--- src/rtl/sbf_pkg.sv ---
package sbf_pkg;

  localparam int WORD_W = 16;
  localparam int BYTE_W = 8;
  localparam int STG_W  = 3;   // holds a word count of up to four

  typedef enum logic [1:0] {
    SCAN_XY     = 2'd0,
    SCAN_XYZ1   = 2'd1,
    SCAN_ALL    = 2'd2,
    SCAN_ALL_B  = 2'd3
  } scan_kind_e;

  // Number of words a block of the given scan kind carries.
  function automatic logic [STG_W-1:0] block_words(input logic [1:0] kind);
    case (scan_kind_e'(kind))
      SCAN_XY:   block_words = 3'd2;
      SCAN_XYZ1: block_words = 3'd3;
      default:   block_words = 3'd4;
    endcase
  endfunction

endpackage

--- src/rtl/sbf_store.sv ---
module sbf_store #(
  parameter int DEPTH = 64,
  parameter int WIDTH = 17,
  localparam int AW   = $clog2(DEPTH)
) (
  input  logic             clk,
  input  logic             wr_en,
  input  logic [AW-1:0]    wr_addr,
  input  logic [WIDTH-1:0] wr_data,
  input  logic [AW-1:0]    rd_addr,
  output logic [WIDTH-1:0] rd_data
);

  logic [WIDTH-1:0] mem_q [DEPTH];

  always_ff @(posedge clk) begin
    if (wr_en) begin
      mem_q[wr_addr] <= wr_data;
    end
  end

  assign rd_data = mem_q[rd_addr];

endmodule

--- src/rtl/sbf_stager.sv ---
module sbf_stager
  import sbf_pkg::*;
#(
  parameter int CW = 7
) (
  input  logic             clk,
  input  logic             rst_n,
  input  logic             clr,
  input  logic             meas_valid,
  input  logic             meas_last,
  input  logic [1:0]       scan_mode,
  input  logic [CW-1:0]    free_words,
  input  logic             blk_room,
  output logic             wr_en,
  output logic [STG_W-1:0] wr_off,
  output logic             wr_end,
  output logic             commit,
  output logic [STG_W-1:0] commit_len,
  output logic             ovf_evt
);

  logic [STG_W-1:0] cnt_q, cnt_d;
  logic [STG_W-1:0] len_q, len_d;
  logic             room_q, room_d;
  logic             bad_q, bad_d;

  logic             first;
  logic [STG_W-1:0] len_now;
  logic             room_now;
  logic             bad_now;
  logic             at_end;
  logic             take;

  always_comb begin
    first    = (cnt_q == '0);
    len_now  = first ? block_words(scan_mode) : len_q;
    room_now = first ? (blk_room && (free_words >= CW'(len_now))) : room_q;
    bad_now  = first ? 1'b0 : bad_q;
    at_end   = ((cnt_q + STG_W'(1)) == len_now);
    take     = meas_valid && !clr;

    wr_en      = take && room_now && !bad_now;
    wr_off     = cnt_q;
    wr_end     = at_end;
    commit     = take && meas_last && room_now && !bad_now && at_end;
    commit_len = len_now;
    ovf_evt    = take && meas_last && !room_now;
  end

  always_comb begin
    cnt_d  = cnt_q;
    len_d  = len_q;
    room_d = room_q;
    bad_d  = bad_q;
    if (clr) begin
      cnt_d = '0;
      bad_d = 1'b0;
    end else if (meas_valid) begin
      if (meas_last) begin
        cnt_d = '0;
        bad_d = 1'b0;
      end else begin
        len_d  = len_now;
        room_d = room_now;
        bad_d  = bad_now || at_end;
        if (!at_end) begin
          cnt_d = cnt_q + STG_W'(1);
        end
      end
    end
  end

  always_ff @(posedge clk or negedge rst_n) begin
    if (!rst_n) begin
      cnt_q  <= '0;
      len_q  <= '0;
      room_q <= 1'b0;
      bad_q  <= 1'b0;
    end else begin
      cnt_q  <= cnt_d;
      len_q  <= len_d;
      room_q <= room_d;
      bad_q  <= bad_d;
    end
  end

endmodule

--- src/rtl/sbf_byte_reader.sv ---
module sbf_byte_reader
  import sbf_pkg::*;
(
  input  logic              clk,
  input  logic              rst_n,
  input  logic              clr,
  input  logic              pop_ok,
  input  logic [WORD_W-1:0] head_word,
  output logic [BYTE_W-1:0] rd_byte,
  output logic              word_done
);

  logic lo_q, lo_d;

  always_comb begin
    lo_d = lo_q;
    if (clr) begin
      lo_d = 1'b0;
    end else if (pop_ok) begin
      lo_d = !lo_q;
    end
  end

  always_ff @(posedge clk or negedge rst_n) begin
    if (!rst_n) begin
      lo_q <= 1'b0;
    end else begin
      lo_q <= lo_d;
    end
  end

  assign rd_byte   = lo_q ? head_word[BYTE_W-1:0] : head_word[WORD_W-1:BYTE_W];
  assign word_done = pop_ok && lo_q;

endmodule

--- src/rtl/scan_block_fifo.sv ---
module scan_block_fifo
  import sbf_pkg::*;
#(
  parameter int DEPTH_WORDS = 64,
  parameter int MAX_BLOCKS  = 16
) (
  input  logic              clk,
  input  logic              rst_n,
  input  logic              meas_valid,
  input  logic [WORD_W-1:0] meas_word,
  input  logic              meas_last,
  input  logic [1:0]        scan_mode,
  input  logic              cfg_wr,
  input  logic              auto_mode,
  input  logic              rd_pop,
  output logic [BYTE_W-1:0] rd_byte,
  output logic              rd_valid,
  output logic              irq,
  output logic              overflow
);

  localparam int AW = $clog2(DEPTH_WORDS);
  localparam int CW = AW + 1;
  localparam int BW = $clog2(MAX_BLOCKS + 1);
  localparam int EW = WORD_W + 1;   // stored word plus block-end marker

  logic [AW-1:0] head_q, head_d, tail_q, tail_d;
  logic [CW-1:0] words_q, words_d;
  logic [BW-1:0] blks_q, blks_d;
  logic          irq_q, irq_d;
  logic          ovf_q, ovf_d;
  logic          auto_q;

  logic             clr;
  logic             pop_ok;
  logic [CW-1:0]    free_words;
  logic             blk_room;
  logic             wr_en, wr_end, commit, ovf_evt, word_done;
  logic [STG_W-1:0] wr_off, commit_len;
  logic [EW-1:0]    head_entry;

  assign clr        = cfg_wr || (auto_mode != auto_q);
  assign rd_valid   = (words_q != '0);
  assign pop_ok     = rd_pop && rd_valid && !clr;
  assign free_words = CW'(DEPTH_WORDS) - words_q;
  assign blk_room   = (blks_q < BW'(MAX_BLOCKS));

  sbf_stager #(.CW(CW)) u_stager (
    .clk        (clk),
    .rst_n      (rst_n),
    .clr        (clr),
    .meas_valid (meas_valid),
    .meas_last  (meas_last),
    .scan_mode  (scan_mode),
    .free_words (free_words),
    .blk_room   (blk_room),
    .wr_en      (wr_en),
    .wr_off     (wr_off),
    .wr_end     (wr_end),
    .commit     (commit),
    .commit_len (commit_len),
    .ovf_evt    (ovf_evt)
  );

  sbf_store #(.DEPTH(DEPTH_WORDS), .WIDTH(EW)) u_store (
    .clk     (clk),
    .wr_en   (wr_en),
    .wr_addr (tail_q + AW'(wr_off)),
    .wr_data ({wr_end, meas_word}),
    .rd_addr (head_q),
    .rd_data (head_entry)
  );

  sbf_byte_reader u_reader (
    .clk       (clk),
    .rst_n     (rst_n),
    .clr       (clr),
    .pop_ok    (pop_ok),
    .head_word (head_entry[WORD_W-1:0]),
    .rd_byte   (rd_byte),
    .word_done (word_done)
  );

  always_comb begin
    head_d  = head_q;
    tail_d  = tail_q;
    words_d = words_q;
    blks_d  = blks_q;
    irq_d   = irq_q;
    ovf_d   = ovf_q;
    if (clr) begin
      head_d  = '0;
      tail_d  = '0;
      words_d = '0;
      blks_d  = '0;
      irq_d   = 1'b0;
      ovf_d   = 1'b0;
    end else begin
      if (commit) begin
        tail_d  = tail_q + AW'(commit_len);
        words_d = words_d + CW'(commit_len);
        blks_d  = blks_d + BW'(1);
        irq_d   = 1'b1;
      end else if (word_done && (words_q == CW'(1))) begin
        irq_d = 1'b0;
      end
      if (word_done) begin
        head_d  = head_q + AW'(1);
        words_d = words_d - CW'(1);
        if (head_entry[WORD_W]) begin
          blks_d = blks_d - BW'(1);
        end
      end
      if (ovf_evt) begin
        ovf_d = 1'b1;
      end
    end
  end

  always_ff @(posedge clk or negedge rst_n) begin
    if (!rst_n) begin
      head_q  <= '0;
      tail_q  <= '0;
      words_q <= '0;
      blks_q  <= '0;
      irq_q   <= 1'b0;
      ovf_q   <= 1'b0;
      auto_q  <= 1'b0;
    end else begin
      head_q  <= head_d;
      tail_q  <= tail_d;
      words_q <= words_d;
      blks_q  <= blks_d;
      irq_q   <= irq_d;
      ovf_q   <= ovf_d;
      auto_q  <= auto_mode;
    end
  end

  assign irq      = irq_q;
  assign overflow = ovf_q;

endmodule

--- config.mk ---
export PLATFORM = sky130hd
export DESIGN_NAME = scan_block_fifo
export DESIGN_NICKNAME = d
export VERILOG_FILES = /design/src/rtl/sbf_pkg.sv /design/src/rtl/sbf_store.sv /design/src/rtl/sbf_stager.sv /design/src/rtl/sbf_byte_reader.sv /design/src/rtl/scan_block_fifo.sv
export SDC_FILE = /design/constraint.sdc
export NUM_CORES = 1
export LEC_CHECK = 0
export ABC_AREA = 0
export BUFFER_PORTS_ARGS = -buffer_cell sky130_fd_sc_hd__clkbuf_2
export CAP_MARGIN = 20
export CORE_MARGIN = 1.5
export CORE_UTILIZATION = 55
export DETAILED_ROUTE_END_ITERATION = 6
export PLACE_DENSITY = 0.78
export SYNTH_ARGS = -nofsm -noshare
export SYNTH_HDL_FRONTEND = slang
export SYNTH_SLANG_ARGS = --single-unit
--- constraint.sdc ---
create_clock -name clk -period 3.6 [get_ports clk]
set_input_delay 0 -clock clk [delete_from_list [all_inputs] [get_ports clk]]
set_output_delay 0 -clock clk [all_outputs]
set_load 0.02 [all_outputs]
# After elaboration in Yosys (flattened, before gate mapping)
# Memory sizes are Yosys's and may differ from the RTL's.
# Index checks and enable logic that the tools add are counted.
[word_totals]
mem_count = 1
ramBits = 1088
input_bits = 25
word_cells = 95
output_inout_bits = 11
regBits = 36
[mem_list]
columns = ["name", "words", "width", "read_ports", "rd_ports_with_merged_regs", "write_ports", "line_no", "rtl"]
rows = [
  ["u_store.mem_q", 64, 17, 1, 0, 1, "sbf_store.sv:14", "logic [WIDTH-1:0] mem_q [DEPTH];"],
]
[op_classes]
n_lt_le_gt_ge = 2
n_eq_ne = 5
muxes = 34
n_reduce_logical = 30
bitwise_logic = 2
n_addsub = 9
[op_table]
columns = ["cell", "count"]
rows = [
  ["$mux W7", 4],
  ["$mux W5", 5],
  ["$mux W6", 4],
  ["$mux W3", 5],
  ["$mux W1", 14],
  ["$logic_and A1 B1 Y1", 13],
  ["$add A6 B3 Y6", 2],
  ["$reduce_bool A2 Y1", 5],
  ["$mux W8", 1],
  ["$add A7 B3 Y7", 1],
  ["$eq A7 B1 Y1 const B", 1],
  ["$ge A7 B3 Y1", 1],
  ["$reduce_bool A7 Y1", 1],
  ["$sub A7 B1 Y7 const B", 1],
  ["$sub A7 B7 Y7 const A", 1],
  ["$add A6 B1 Y6 const B", 1],
  ["$pmux W3 S2", 1],
  ["$add A5 B1 Y5 const B", 1],
  ["$lt A5 B5 Y1 const B", 1],
  ["$sub A5 B1 Y5 const B", 1],
  ["$logic_not A1 Y1", 4],
  ["$add A3 B1 Y3 const B", 1],
  ["$eq A3 B3 Y1", 1],
  ["$logic_not A3 Y1", 1],
  ["other kinds (9)", 11],
]

# Depth between registers and ports, before layout
[depth]
ltp_word = 15
mapped_depth = 17

# Cells and area by module
# From an unflattened synthesis, not the netlist that was laid out.
[hier_totals]
hier_cells = 2227
area_unflattened_um2 = 44820.5
[modules_own_cells]
columns = ["mod", "cells_each", "instances", "seq_area_each_um2", "area_per_inst_um2"]
rows = [
  ["sbf_store", 1936, 1, 32671.3, 42004.0],
  ["scan_block_fifo", 198, 1, 675.6, 1934.4],
  ["sbf_stager", 80, 1, 200.2, 705.7],
  ["sbf_byte_reader", 13, 1, 25.0, 176.4],
]

# Least setup slack after synthesis
# Ideal clock, no wire load.
[synth_timing]
path_kind = "register -> register"
startpoint = "reg u_stager.cnt_q[0], in the netlist u_stager.wr_off[0]"
endpoint = "mem u_store.mem_q[10][0] (enable)"
slack_ns = -0.223
stages_incl_launch_ff = 15
arrival_ns = 3.432
synth_period_minus_slack_ns = 3.823
n_path_buf = 1
required_ns = 3.209
path_cell_list = "dfrtp_1 inv_1 ha_1 nand2b_1 buf_6 a21oi_1 inv_1 ha_1 nor3b_1 a211o_1 a22oi_2 o21ai_2 nor2_1 nand3_1 nor2_1"
[synth_via]
elab_chain_cells = 9
elab_cells_between_ends = 12
classes_between = "1 x add/sub; 1 x order compare; 5 x mux; 5 x reduce/logical"
[synth_lines]
columns = ["item", "line_no", "rtl"]
rows = [
  ["start, declared", "sbf_stager.sv:22", "logic [STG_W-1:0] cnt_q, cnt_d;"],
  ["start signal, assigned", "sbf_stager.sv:80", "cnt_q <= cnt_d;"],
  ["$logic_not A3 Y1", "sbf_stager.sv:35", "first = (cnt_q == '0);"],
  ["$mux W3", "sbf_stager.sv:36", "len_now = first ? block_words(scan_mode) : len_q;"],
  ["named net commit_len[0]", "scan_block_fifo.sv:39", "logic [STG_W-1:0] wr_off, commit_len;"],
  ["$ge A7 B3 Y1", "sbf_stager.sv:37", "room_now = first ? (blk_room && (free_words >= CW'(len_now))) : room_q;"],
  ["$logic_and A1 B1 Y1", "sbf_stager.sv:37", ""],
  ["$mux W1", "sbf_stager.sv:37", ""],
  ["$logic_and A1 B1 Y1 (2 in a row)", "sbf_stager.sv:42", "wr_en = take && room_now && !bad_now;"],
  ["$mux W1", "sbf_store.sv:17", "if (wr_en) begin"],
  ["$mux W1 (implied by the code)", "sbf_store.sv:18", "mem_q[wr_addr] <= wr_data;"],
  ["end, declared", "sbf_store.sv:14", ""],
]
# The timed path passes the listed nets, and every way through them passes these cells.

# Worst setup path in the final report
[layout_timing]
startpoint = "reg head_q[0]"
endpoint = "out rd_byte[7]"
[layout_via]
elab_chain_cells = 2
[layout_lines]
columns = ["item", "line_no", "rtl"]
rows = [
  ["start, declared", "scan_block_fifo.sv:27", "logic [AW-1:0] head_q, head_d, tail_q, tail_d;"],
  ["start signal, assigned", "scan_block_fifo.sv:122", "head_q <= '0;"],
  ["start signal, assigned", "scan_block_fifo.sv:130", "head_q <= head_d;"],
  ["$mem_v2 Z64 W17", "-", ""],
  ["$mux W8", "sbf_byte_reader.sv:32", "assign rd_byte = lo_q ? head_word[BYTE_W-1:0] : head_word[WORD_W-1:BYTE_W];"],
  ["end, declared", "scan_block_fifo.sv:16", "output logic [BYTE_W-1:0] rd_byte,"],
]
# No other way between the ends.

==> reports/results.ini <==
[place]
numPortBuffers = 35
dp_hpwl_um = 65700
dp_slack_ns = -0.147
dp_cells = 3513
gp_congestion = 0.893

[setup_path]
critPathLaunchType = flop
crit_type = reg -> out
reg2regPathDepth = 14
arrival_ns = 3.58
required_ns = 3.60
crit_fanout = 23
crit_path_end_kind = primary output

[routing]
wirelength_um = 108000
wl_per_cell_um = 28.9
final_antenna_net_count = 0
drc_errors = 0
via_per_inst = 6.57
vias = 24641
first_iter_violations = 3058
first_pass_iters = 7

[clocking]
h-tree-depth = 3
clk_pin_slew_ns = 0.06
cts.sinks = 1124
cts_buffers = 105
cts.path.max_buffers = 3
cts-root-buf = clkbuf_16
tritoncts = yes
clk_latency_ns = 0.67

[final_layout]
drive_above_1_share_pct = 22.6
syn_to_final_growth_pct = 14.8
nNetsFinal = 2638
final_cell_mix = 1088 x edfxtp_1, 276 x mux2i_1, 146 x mux4_2
layout_commonest_cell = edfxtp_1
fin_cells = 3748

[floorplan]
coreArea_um2 = 80700
die_h_um = 289
rows = 104
die_w_um = 289
start_util_pct = 55.6
io_pins = 36
die-area_um2 = 83300

[grt]
grt_usage_pct = 26.2
grt_max_degree = 70
grt_pass1_wl_um = 159000
grt_pass1_vias = 24373
antenna_found_initial = 3
grt_overflow = 0

[status]
status = completed

[sta]
post-route-min-period_ns = 3.58
setup_violations = 0
drv_slew = 0
skew_ns = 0.0178
fin_ws_ns = 0.0172
hold_viol = 0
fin_hold_ws_ns = 0.0447
rsz0062_at_grt = yes
fmax_mhz = 279
fin_crit_sh_pct = 99.5
max_slew.worst_pin.slew_ns = 1.08
slew_headroom_pct = 27.7

[synth]
syn_area_um2 = 44900
ys_types = 68
syn-instance-count = 2398
synth_edf_count = 1088
synth_warnings = 0
ys.flop_type = edfxtp_1
async_flop_share_pct = 3.20
synth-seq-cells = 1124
seq_area_frac_synth_pct = 74.8
avgSynthCellArea_um2 = 18.7
syn_nets = 2441

[pwr]
leakage_nw = 15.8
peakVddDrop_uv = 450
p_per_area_nw_per_um2 = 499

[min_path]
min_path_type = in -> async

[run]
drv_cap = 0

repair_timing:
item                                   CTS  global route
pin swaps                                0             6
setup buffers                           13             5
resized for setup                       29            49
setup endpoints to repair              144          1077
endpoints found under the hold margin  120             0
hold buffers                            16             0
cloned                                   2             0
cell families after synthesis:
logic type | share of synthesized area (%)
flops | 74.8
mux | 13.6
compound gates | 5.89
simple gates | 2.70
buf+inv | 1.66
xor+xnor | 0.836
fa+ha+maj | 0.557
Yosys cell counts (2+ instances only):
library cell / count / area share (%)
xnor2_1: 16 / 0.31
or2_2: 2 / 0.028
dfrtp_1: 36 / 2.0
mux4_2: 146 / 7.3
buf_6: 6 / 0.15
o22ai_2: 2 / 0.056
a2bb2oi_1: 2 / 0.039
nor2b_1: 2 / 0.028
inv_1: 15 / 0.13
buf_1: 10 / 0.084
nor3b_1: 3 / 0.050
o21ai_1: 2 / 0.022
a21oi_1: 73 / 0.81
a22oi_1: 3 / 0.050
a31oi_1: 5 / 0.070
o21ai_0: 14 / 0.16
clkbuf_1: 68 / 0.57
nand4_1: 6 / 0.084
and3_1: 5 / 0.070
buf_4: 26 / 0.43
nand2_1: 105 / 0.88
o221ai_1: 132 / 2.6
a21o_1: 12 / 0.20
buf_2: 27 / 0.30
and2_1: 3 / 0.042
o21a_1: 3 / 0.050
o22ai_1: 68 / 0.95
nand2b_1: 3 / 0.042
ha_1: 16 / 0.45
and4_1: 2 / 0.039
nor3_1: 6 / 0.067
a211oi_1: 35 / 0.59
mux2i_1: 277 / 6.2
nand3_1: 13 / 0.14
or3b_2: 2 / 0.039
nand4_2: 2 / 0.056
nor2_1: 112 / 0.94
xor2_1: 20 / 0.39
edfxtp_1: 1088 / 73
fa_1: 2 / 0.089
routing by layer:
layer | global-route usage, % | part of all wire [%] | wire (um) | vias to the layer above
met5 | 0 | 0 | 0 | -
met4 | 9.36 | 3.4 | 3690 | 0
met3 | 4.28 | 9.4 | 10200 | 233
met2 | 42.0 | 48 | 52500 | 1553
met1 | 36.7 | 39 | 42000 | 12573
li1 | - | - | - | 10282
through the flow:
step                power, mW  util [%]  setup TNS [ns]  instance area [um2]
detailed placement       15.1      58.7          -0.248                47400
CTS                      25.8      63.5         -0.0630                51200
global placement         15.1      58.7               0                47400
finish                   25.7      63.9               0                51500
floorplan                14.8         -         -197.74                44900
global route             26.3      63.8          -0.262                51500
area by class of cell:
| cell class | count | area [um2] |
|---|---|---|
| antenna | 2 | 5.00 |
| clock buffer | 129 | 2760 |
| clock inverter | 69 | 598 |
| fill | 5180 | 29200 |
| inverter | 15 | 56.3 |
| multi-input combinational | 1122 | 10900 |
| sequential | 1124 | 33600 |
| tap | 1060 | 1330 |
| timing repair buffer | 227 | 2260 |
sequential cells by signal, indices dropped and copies added, names as in the netlist:
register	cells
u_stager.len_q	3
u_reader.lo_q	1
u_stager.room_q	1
head_q	6
blks_q	5
auto_q	1
words_q	7
u_stager.bad_q	1
u_store.mem_q	1088
overflow	1
irq	1
u_stager.wr_off	3
tail_q	6
path summary, 6_finish.rpt:
check                                    from                    to  slack (ns)
max                                 head_q[0]            rd_byte[7]        0.02
min                                     rst_n              overflow        0.04
max reg2reg                u_stager.wr_off[0]    u_stager.wr_off[0]        0.18
min reg2reg                          overflow              overflow        0.50
max in group asynchronous               rst_n             head_q[2]        2.80
min in group clk                 meas_word[3]  u_store.mem_q[24][3]        0.06
power by group:
part           switching [mW]  internal, mW  leakage, nW
registers              0.0131          14.4         10.3
clock network            4.80          6.05         1.62
logic                   0.371         0.105         3.84
worst max-delay path: stages (launching register included):
cell	delay, ns
dfrtp_4	0.52
buf_4	0.18
buf_4	0.16
buf_12	0.17
mux2i_1	0.16
o221ai_1	0.40
o22ai_1	0.15
a21oi_1	0.14
a211oi_1	0.09
buf_4	0.21
a211oi_1	0.37
a21o_4	0.18
clkbuf_2	0.17
Note: power is estimated with default switching activity, not from simulation.
